`src/rtl/tcd_pkg.sv`:
```
// Shared types for the copy/delete token gate.
package tcd_pkg;

    // Variant selected at elaboration
    typedef enum logic {
        GATE_COPY   = 1'b0,
        GATE_DELETE = 1'b1
    } gate_mode_e;

    // A decoded token seen on an input channel
    typedef struct packed {
        logic vld;   // exactly one rail high and not yet acknowledged
        logic val;   // token value (true rail)
    } tok_s;

    // Output channel phase
    typedef enum logic [1:0] {
        TX_EMPTY = 2'd0,
        TX_HOLD  = 2'd1,
        TX_RTZ   = 2'd2
    } tx_state_e;

endpackage

```
`src/rtl/tcd_rx_port.sv`:
```
// Receive side of one dual-rail four-phase channel.
// Presents a token while exactly one rail is high and the acknowledge is low.
// When 'take' is asserted the acknowledge rises. It falls once both rails are low.
// Assumes the sender obeys the return-to-zero protocol.
module tcd_rx_port (
    input  logic          clk,
    input  logic          rst_n,
    input  logic          rail_t,
    input  logic          rail_f,
    input  logic          take,
    output logic          ack,
    output tcd_pkg::tok_s tok
);
    logic ack_q;
    logic rails_low;

    assign rails_low = !rail_t && !rail_f;

    // Acknowledge register: set on consume, clear on return to zero
    always_ff @(posedge clk) begin
        if (!rst_n) begin
            ack_q <= 1'b0;
        end else if (take) begin
            ack_q <= 1'b1;
        end else if (ack_q && rails_low) begin
            ack_q <= 1'b0;
        end
    end

    // Token decode; two high rails is not a token
    always_comb begin
        tok.vld = (rail_t ^ rail_f) && !ack_q;
        tok.val = rail_t;
    end

    assign ack = ack_q;
endmodule

```
`src/rtl/tcd_tx_port.sv`:
```
// Send side of one dual-rail four-phase channel.
// From the empty state, 'emit' drives one rail high until the consumer acknowledges.
// The rails then return to zero, and the port waits for the acknowledge to fall
// before it reports empty again.
module tcd_tx_port (
    input  logic clk,
    input  logic rst_n,
    input  logic emit,
    input  logic emit_val,
    input  logic ack_in,
    output logic rail_t,
    output logic rail_f,
    output logic empty
);
    import tcd_pkg::*;

    tx_state_e st_q;
    logic      val_q;

    // Handshake phase and held value
    always_ff @(posedge clk) begin
        if (!rst_n) begin
            st_q  <= TX_EMPTY;
            val_q <= 1'b0;
        end else begin
            unique case (st_q)
                TX_EMPTY: if (emit) begin
                    st_q  <= TX_HOLD;
                    val_q <= emit_val;
                end
                TX_HOLD:  if (ack_in)  st_q <= TX_RTZ;
                TX_RTZ:   if (!ack_in) st_q <= TX_EMPTY;
                default:  st_q <= TX_EMPTY;
            endcase
        end
    end

    // Rails are driven only while holding a token
    always_comb begin
        rail_t = (st_q == TX_HOLD) &&  val_q;
        rail_f = (st_q == TX_HOLD) && !val_q;
        empty  = (st_q == TX_EMPTY);
    end
endmodule

```
`src/rtl/tcd_fire_ctrl.sv`:
```
// Firing decision for the copy/delete gate.
// Needs a control token and a data token. An emitting firing also needs an empty output.
// A false control token always passes the data. What a true control token does
// depends on MODE: copy re-emits without consuming, delete consumes silently.
module tcd_fire_ctrl #(
    parameter tcd_pkg::gate_mode_e MODE = tcd_pkg::GATE_COPY
) (
    input  tcd_pkg::tok_s ctl,
    input  tcd_pkg::tok_s dat,
    input  logic          out_empty,
    output logic          take_ctl,
    output logic          take_dat,
    output logic          emit,
    output logic          emit_val
);
    logic both_vld;
    logic pass_fire;
    logic true_fire;
    logic true_take_dat;
    logic true_emit;

    assign both_vld  = ctl.vld && dat.vld;
    assign pass_fire = both_vld && !ctl.val && out_empty;

    // Variant for a true control token
    generate
        if (MODE == tcd_pkg::GATE_COPY) begin : g_copy
            assign true_fire     = both_vld && ctl.val && out_empty;
            assign true_take_dat = 1'b0;
            assign true_emit     = true_fire;
        end else begin : g_delete
            assign true_fire     = both_vld && ctl.val;
            assign true_take_dat = true_fire;
            assign true_emit     = 1'b0;
        end
    endgenerate

    // Merge the two control outcomes
    always_comb begin
        take_ctl = pass_fire || true_fire;
        take_dat = pass_fire || true_take_dat;
        emit     = pass_fire || true_emit;
        emit_val = dat.val;
    end
endmodule

```
`src/rtl/tcd_gate.sv`:
```
// Copy/delete token gate: a control stream decides the fate of each waiting data token.
// All three channels are dual-rail four-phase, sampled on clk.
// Assumes input rails change away from the rising edge of clk.
module tcd_gate #(
    parameter tcd_pkg::gate_mode_e MODE = tcd_pkg::GATE_COPY
) (
    input  logic clk,
    input  logic rst_n,
    input  logic ctl_t,
    input  logic ctl_f,
    output logic ctl_ack,
    input  logic dat_t,
    input  logic dat_f,
    output logic dat_ack,
    output logic out_t,
    output logic out_f,
    input  logic out_ack
);
    import tcd_pkg::*;

    localparam int NUM_IN = 2;
    localparam int CTL_IX = 0;
    localparam int DAT_IX = 1;

    logic [NUM_IN-1:0] in_t, in_f, in_take, in_ack;
    tok_s              in_tok [NUM_IN];
    logic              out_empty, emit, emit_val;

    assign in_t = {dat_t, ctl_t};
    assign in_f = {dat_f, ctl_f};

    // One receiver per input channel
    generate
        for (genvar g = 0; g < NUM_IN; g++) begin : g_rx
            tcd_rx_port u_rx (
                .clk    (clk),
                .rst_n  (rst_n),
                .rail_t (in_t[g]),
                .rail_f (in_f[g]),
                .take   (in_take[g]),
                .ack    (in_ack[g]),
                .tok    (in_tok[g])
            );
        end
    endgenerate

    tcd_fire_ctrl #(.MODE(MODE)) u_fire (
        .ctl       (in_tok[CTL_IX]),
        .dat       (in_tok[DAT_IX]),
        .out_empty (out_empty),
        .take_ctl  (in_take[CTL_IX]),
        .take_dat  (in_take[DAT_IX]),
        .emit      (emit),
        .emit_val  (emit_val)
    );

    tcd_tx_port u_tx (
        .clk      (clk),
        .rst_n    (rst_n),
        .emit     (emit),
        .emit_val (emit_val),
        .ack_in   (out_ack),
        .rail_t   (out_t),
        .rail_f   (out_f),
        .empty    (out_empty)
    );

    assign ctl_ack = in_ack[CTL_IX];
    assign dat_ack = in_ack[DAT_IX];
endmodule

```
`config.mk`:
```
export PLATFORM = sky130hd
export DESIGN_NAME = tcd_gate
export DESIGN_NICKNAME = d
export VERILOG_FILES = /design/src/rtl/tcd_pkg.sv /design/src/rtl/tcd_rx_port.sv /design/src/rtl/tcd_tx_port.sv /design/src/rtl/tcd_fire_ctrl.sv /design/src/rtl/tcd_gate.sv
export SDC_FILE = /design/constraint.sdc
export NUM_CORES = 1
export LEC_CHECK = 0
export BUFFER_PORTS_ARGS = -buffer_cell sky130_fd_sc_hd__buf_4
export CAP_MARGIN = 20
export CORE_AREA = 2 2 39 41
export DETAILED_ROUTE_END_ITERATION = 6
export DIE_AREA = 0 0 41 43
export GPL_TIMING_DRIVEN = 0
export REMOVE_ABC_BUFFERS = 1
export SLEW_MARGIN = 20
export SYNTH_ARGS = -nofsm -noshare
export SYNTH_HDL_FRONTEND = slang
export SYNTH_SLANG_ARGS = --single-unit
```
`constraint.sdc`:
```
create_clock -name clk -period 1 [get_ports clk]
set_clock_uncertainty 0.1 [all_clocks]
set_input_delay 0.05 -clock clk [delete_from_list [all_inputs] [get_ports clk]]
set_output_delay 0.05 -clock clk [all_outputs]
set_load 0.005 [all_outputs]
```
# Word-level counts from Yosys, hierarchy flattened
# Cells that the tools add are included.
totals:
  register_bits: 5
  latchBits: 0
  ramBits: 0
  mem_bits_ro: 0
  in_bits: 7
  output_inout_bits: 4
  word_cells: 45
  memories: 0
classes:
  add_sub_neg: 0
  n_mul: 0
  div: 0
  n_lt_le_gt_ge: 0
  n_eq_ne: 5
  shift: 0
  mux: 8
  bitwise_logic: 2
  reduce_logical: 26
op_table:
  columns: ["cell", "count"]
  rows:
  - ["1-bit logical AND", 13]
  - ["1-bit zero test", 7]
  - ["2-bit two-way mux", 3]
  - ["2-bit != test (second input constant)", 3]
  - ["2-bit case mux with 3 select lines", 1]
  - ["1-bit two-way mux", 4]
  - ["2-bit nonzero test", 2]
  - ["3-bit AND reduction", 1]
  - ["2-bit by 1-bit == test with 1-bit output (second input constant)", 1]
  - ["2-bit == test (second input constant)", 1]
  - ["2-bit zero test", 1]
  - ["2-bit AND reduction", 1]
  - ["1-bit bitwise XOR", 2]
  - ["1-bit logical OR", 1]

# Longest topological paths before layout
depth:
  depth_word: 8
  ltp_mapped: 4
  mapped_depth_nobuf: 4

# Modules after synthesis
# From an unflattened synthesis, not the netlist that was laid out.
hier_totals:
  hier_cells: 36
  area_unflattened_um2: 335.3
by_module_without_submodules:
  columns: ["mod", "n_inst", "cells_per_inst", "area_per_inst_um2", "seq_area_each_um2"]
  rows:
  - ["tcd_rx_port", 2, 8, 77.6, 20.0]
  - ["tcd_tx_port", 1, 16, 148.9, 60.1]
  - ["tcd_fire_ctrl", 1, 4, 31.3, 0.0]

# Worst setup path after synthesis
# Ideal clock, no wire load.
synth_path:
  path_kind: "flip-flop to flip-flop"
  from: "reg g_rx[1].u_rx.ack_q"
  to: "reg g_rx[1].u_rx.ack_q"
  setup_time_ns: 0.088
  arrival_ns: 0.930
  required_ns: 0.812
  slack_ns: -0.118
  stages_incl_launch_ff: 4
  path_buffers: 0
  synth_period_minus_slack_ns: 1.118
  cell_sequence: "dfxtp_1 > nor4_2 > nand3_2 > o32ai_2"
synth_between:
  elab_chain_cells: 6
  elab_cells_between_ends: 8
  cone_classes: "mux (1); reduce/logical (7)"
synth_lines:
  columns: ["element", "line", "rtl"]
  rows:
  - ["start, declared", "tcd_rx_port.sv:14", "logic ack_q;"]
  - ["start signal, assigned", "tcd_rx_port.sv:22", "ack_q <= 1'b0;"]
  - ["start signal, assigned", "tcd_rx_port.sv:24", "ack_q <= 1'b1;"]
  - ["start signal, assigned", "tcd_rx_port.sv:26", "ack_q <= 1'b0;"]
  - ["1-bit zero test", "tcd_rx_port.sv:32", "tok.vld = (rail_t ^ rail_f) && !ack_q;"]
  - ["1-bit logical AND", "tcd_rx_port.sv:32", null]
  - ["1-bit logical AND", "tcd_fire_ctrl.sv:22", "assign both_vld = ctl.vld && dat.vld;"]
  - ["1-bit logical AND (2 in series)", "tcd_fire_ctrl.sv:23", "assign pass_fire = both_vld && !ctl.val && out_empty;"]
  - ["1-bit two-way mux or 2-bit nonzero test (tied branches)", null, null]
# Parallel ways exist; a longest one is shown, timed or not.
# A chain may end at the register's enable or synchronous reset.

# Worst setup path in the final report
layout_path:
  from: "reg g_rx[0].u_rx.ack_q"
  to: "reg g_rx[1].u_rx.ack_q"
layout_between:
  elab_chain_cells: 6
  elab_cells_between_ends: 7
  cone_classes: "mux (1); reduce/logical (6)"
layout_lines:
  columns: ["element", "line"]
  rows:
  - ["start, declared", "tcd_rx_port.sv:14"]
  - ["start signal, assigned", "tcd_rx_port.sv:22"]
  - ["start signal, assigned", "tcd_rx_port.sv:24"]
  - ["start signal, assigned", "tcd_rx_port.sv:26"]
  - ["1-bit zero test *", "tcd_rx_port.sv:32"]
  - ["1-bit logical AND *", "tcd_rx_port.sv:32"]
  - ["1-bit logical AND *", "tcd_fire_ctrl.sv:22"]
  - ["1-bit logical AND * (2 in series)", "tcd_fire_ctrl.sv:23"]
  - ["1-bit two-way mux or 2-bit nonzero test (tied branches)", null]
# Mark *: on every way between the ends. The rest lies on a longest branch, timed or not.

==> flow_summary_export.csv <==
group,metric,value,unit
logic_synthesis,avgSynthCellArea,9.69,µm²
floorplanning,io_pins,11,
drt,vias,264,
worst_setup_path,critPathLaunchType,"flop",
final_layout,stdcell_area,484,µm²
worst_setup_path,worstPathArrival,1.27,ns
clocking,cts.path.max_buffers,2,
floorplanning,rows,14,
final_layout,nFillCells,157,
status,violations,"setup timing",
pwr,power.density,1310,nW/µm²
grt,grt_start_max_net_pins,6,
logic_synthesis,syn_area,262,µm²
pwr,leakagePower,0.243,nW
clocking,clock_latency,0.25,ns
status,status,"finished, violations left",
final_layout,final_common_cell,"buf_4",
worst_setup_path,worst_r2r_startpoint,"g_rx[0].u_rx.ack",
place,dp_hpwl,396,µm
final_layout,drive_above_1_share,0.542,
hold_path,worstHoldStart,"dat_f",
worst_setup_path,crit_required,1.05,ns
sta,hold_violations,0,
grt,antenna_found_initial,0,
clocking,clock-sinks,5,
grt,grt_first_pass_wirelength,1.10,mm
final_layout,layout_common_cells,"10 x buf_4, 5 x inv_1, 4 x dlygate4sd3_1",
flow_run,drv_cap,0,
drt,drc,0,
place,gp_congestion,0.707,
sta,setup_ws,-0.219,ns
drt,ant_nets,0,
sta,max_slew_margin,0.840,
drt,vias_per_cell,4.13,
sta,worst_pin_slew,0.238,ns
floorplanning,die-area,1760,µm²
sta,fin_crit_sh,1.22,
floorplanning,dieHeight,43,µm
sta,final-max-slew-violation-count,0,
sta,fmax,821,MHz
clocking,cts_tree,"built",
logic_synthesis,yosysUniqueCellTypes,15,
place,portBuffers,10,
logic_synthesis,postSynthCellCount,27,
sta,setup_viol,6,
sta,fin_crit,1.22,ns
clocking,htreeDepth,1,
clocking,numCtsBuffers,3,
floorplanning,core,1380,µm²
final_layout,fin_util,0.350,
final_layout,num_antenna_cells,0,
clocking,clockRootBuffer,"clkbuf_4",
pwr,ir_worst_vdd,0.000645,V
logic_synthesis,ys_ff_latch,5,
place,place_area,357,µm²
sta,rsz0062_at_grt,"yes",
drt,wl_per_cell,9.88,µm
hold_path,hp-class,"in2reg",
logic_synthesis,ys_warn_count,0,
sta,fin_setup_tns,-0.934,ns
floorplanning,initial_utilization,0.189,
logic_synthesis,synth_top_cell_by_area,"dfxtp_1",
logic_synthesis,synth_area_leaders,"dfxtp_1 38%, ha_1 9.6%, inv_1 7.2%",
final_layout,syn_to_final_growth,85.2,%
clocking,clk_pin_slew_worst_paths,0.05,ns
pwr,total_power,0.634,mW
grt,track_usage,0.105,
drt,drt_iter0_markers,1,
logic_synthesis,synth-seq-area-share,0.383,
floorplanning,die_w,41,µm
worst_setup_path,crit_fanout,3,
sta,worst_hold_slack,0.106,ns
worst_setup_path,endpoint_kind,"flop",
drt,routed_wl,632,µm
worst_setup_path,path_class,"reg2reg",
grt,grt_pass1_vias,288,
worst_setup_path,critPathLaunch,"g_rx[0].u_rx.ack",
logic_synthesis,synth_top_cell_area_share,0.383,
grt,grt_overflow,0,
final_layout,final_nets,58,
drt,drt_pass1_iterations,2,
[worst max-delay path: stages (launching register included)]
cell and delay (ns):
dfxtp_2 0.34, nor4_4 0.28, nand3_2 0.13, o32ai_2 0.27
[flip-flops by register name, indices dropped and copies added (netlist names)]
name and flops:
u_tx.val_q 1, u_tx.st_q 2, g_rx.u_rx.ack 2
[what timing repair did]
action | in CTS | in global routing
pin swaps | 3 | 2
gates resized for setup | 10 | 2
hold buffers | 4 | 0
hold endpoints to repair | 4 | 0
endpoints found under the setup margin | 6 | 8
buffers inserted | 3 | 0
[cell type report]
| type | count | area [µm²] | area share |
|---|---|---|---|
| multi-input combinational | 17 | 160 | 0.331 |
| timing repair buffer | 17 | 149 | 0.307 |
| sequential | 5 | 110 | 0.227 |
| clock buffer | 4 | 26.3 | 0.0543 |
| tap | 16 | 20.0 | 0.0413 |
| inverter | 5 | 18.8 | 0.0388 |
[final timing paths]
kind / end / slack [ns] / depth (start not counted)
worst max-delay path: g_rx[1].u_rx.ack / -0.22 / 3
worst min-delay path: g_rx[1].u_rx.ack / 0.11 / 4
worst max register to register: g_rx[1].u_rx.ack / -0.22 / 3
worst min register to register: u_tx.val_q / 0.40 / 2
[cells by family (layout without fill, tap and decap cells)]
logic type | count (synthesis) | after routing | synth area share
AO/OA/AOI/OAI | 3 | 3 | 0.100
XOR/XNOR | 1 | 1 | 0.0335
adder cells (fa/ha/maj) | 2 | 2 | 0.0957
buffers and inverters | 5 | 26 | 0.0718
flip-flops | 5 | 5 | 0.383
multiplexers | 1 | 1 | 0.0383
AND/OR/NAND/NOR | 10 | 10 | 0.278
[synth_stat cells]
cell type / number
a21oi_1: 2
and3_1: 1
and3b_2: 1
dfxtp_1: 5
ha_1: 2
inv_1: 5
mux2i_1: 1
nand2_1: 3
nand2b_1: 1
nand3_2: 1
nor3b_1: 1
nor4_2: 1
o32ai_2: 1
or3b_1: 1
xor2_1: 1
[report_power, final]
group | internal [mW] | switching (mW) | total (mW)
Clock | 0.151 | 0.0908 | 0.242
Sequential | 0.217 | 0.0232 | 0.241
Combinational | 0.0985 | 0.0526 | 0.151
Total | 0.467 | 0.167 | 0.634
[stage by stage]
stage               cells  worst slack, ns
finish                 64           -0.219
CTS                    64           -0.192
detailed placement     53           -0.213
global placement       53           -0.163
floorplan              27           -0.118
global route           64           -0.246
[per-layer routing]
metal | track usage | wire, µm | vias up
met5 | 0 | 0 | -
met2 | 0.153 | 336 | 11
met4 | 0.0800 | 0 | 0
met3 | 0.0942 | 67 | 0
li1 | - | - | 133
met1 | 0.0836 | 228 | 120
Power figures use the tool's default switching activity.
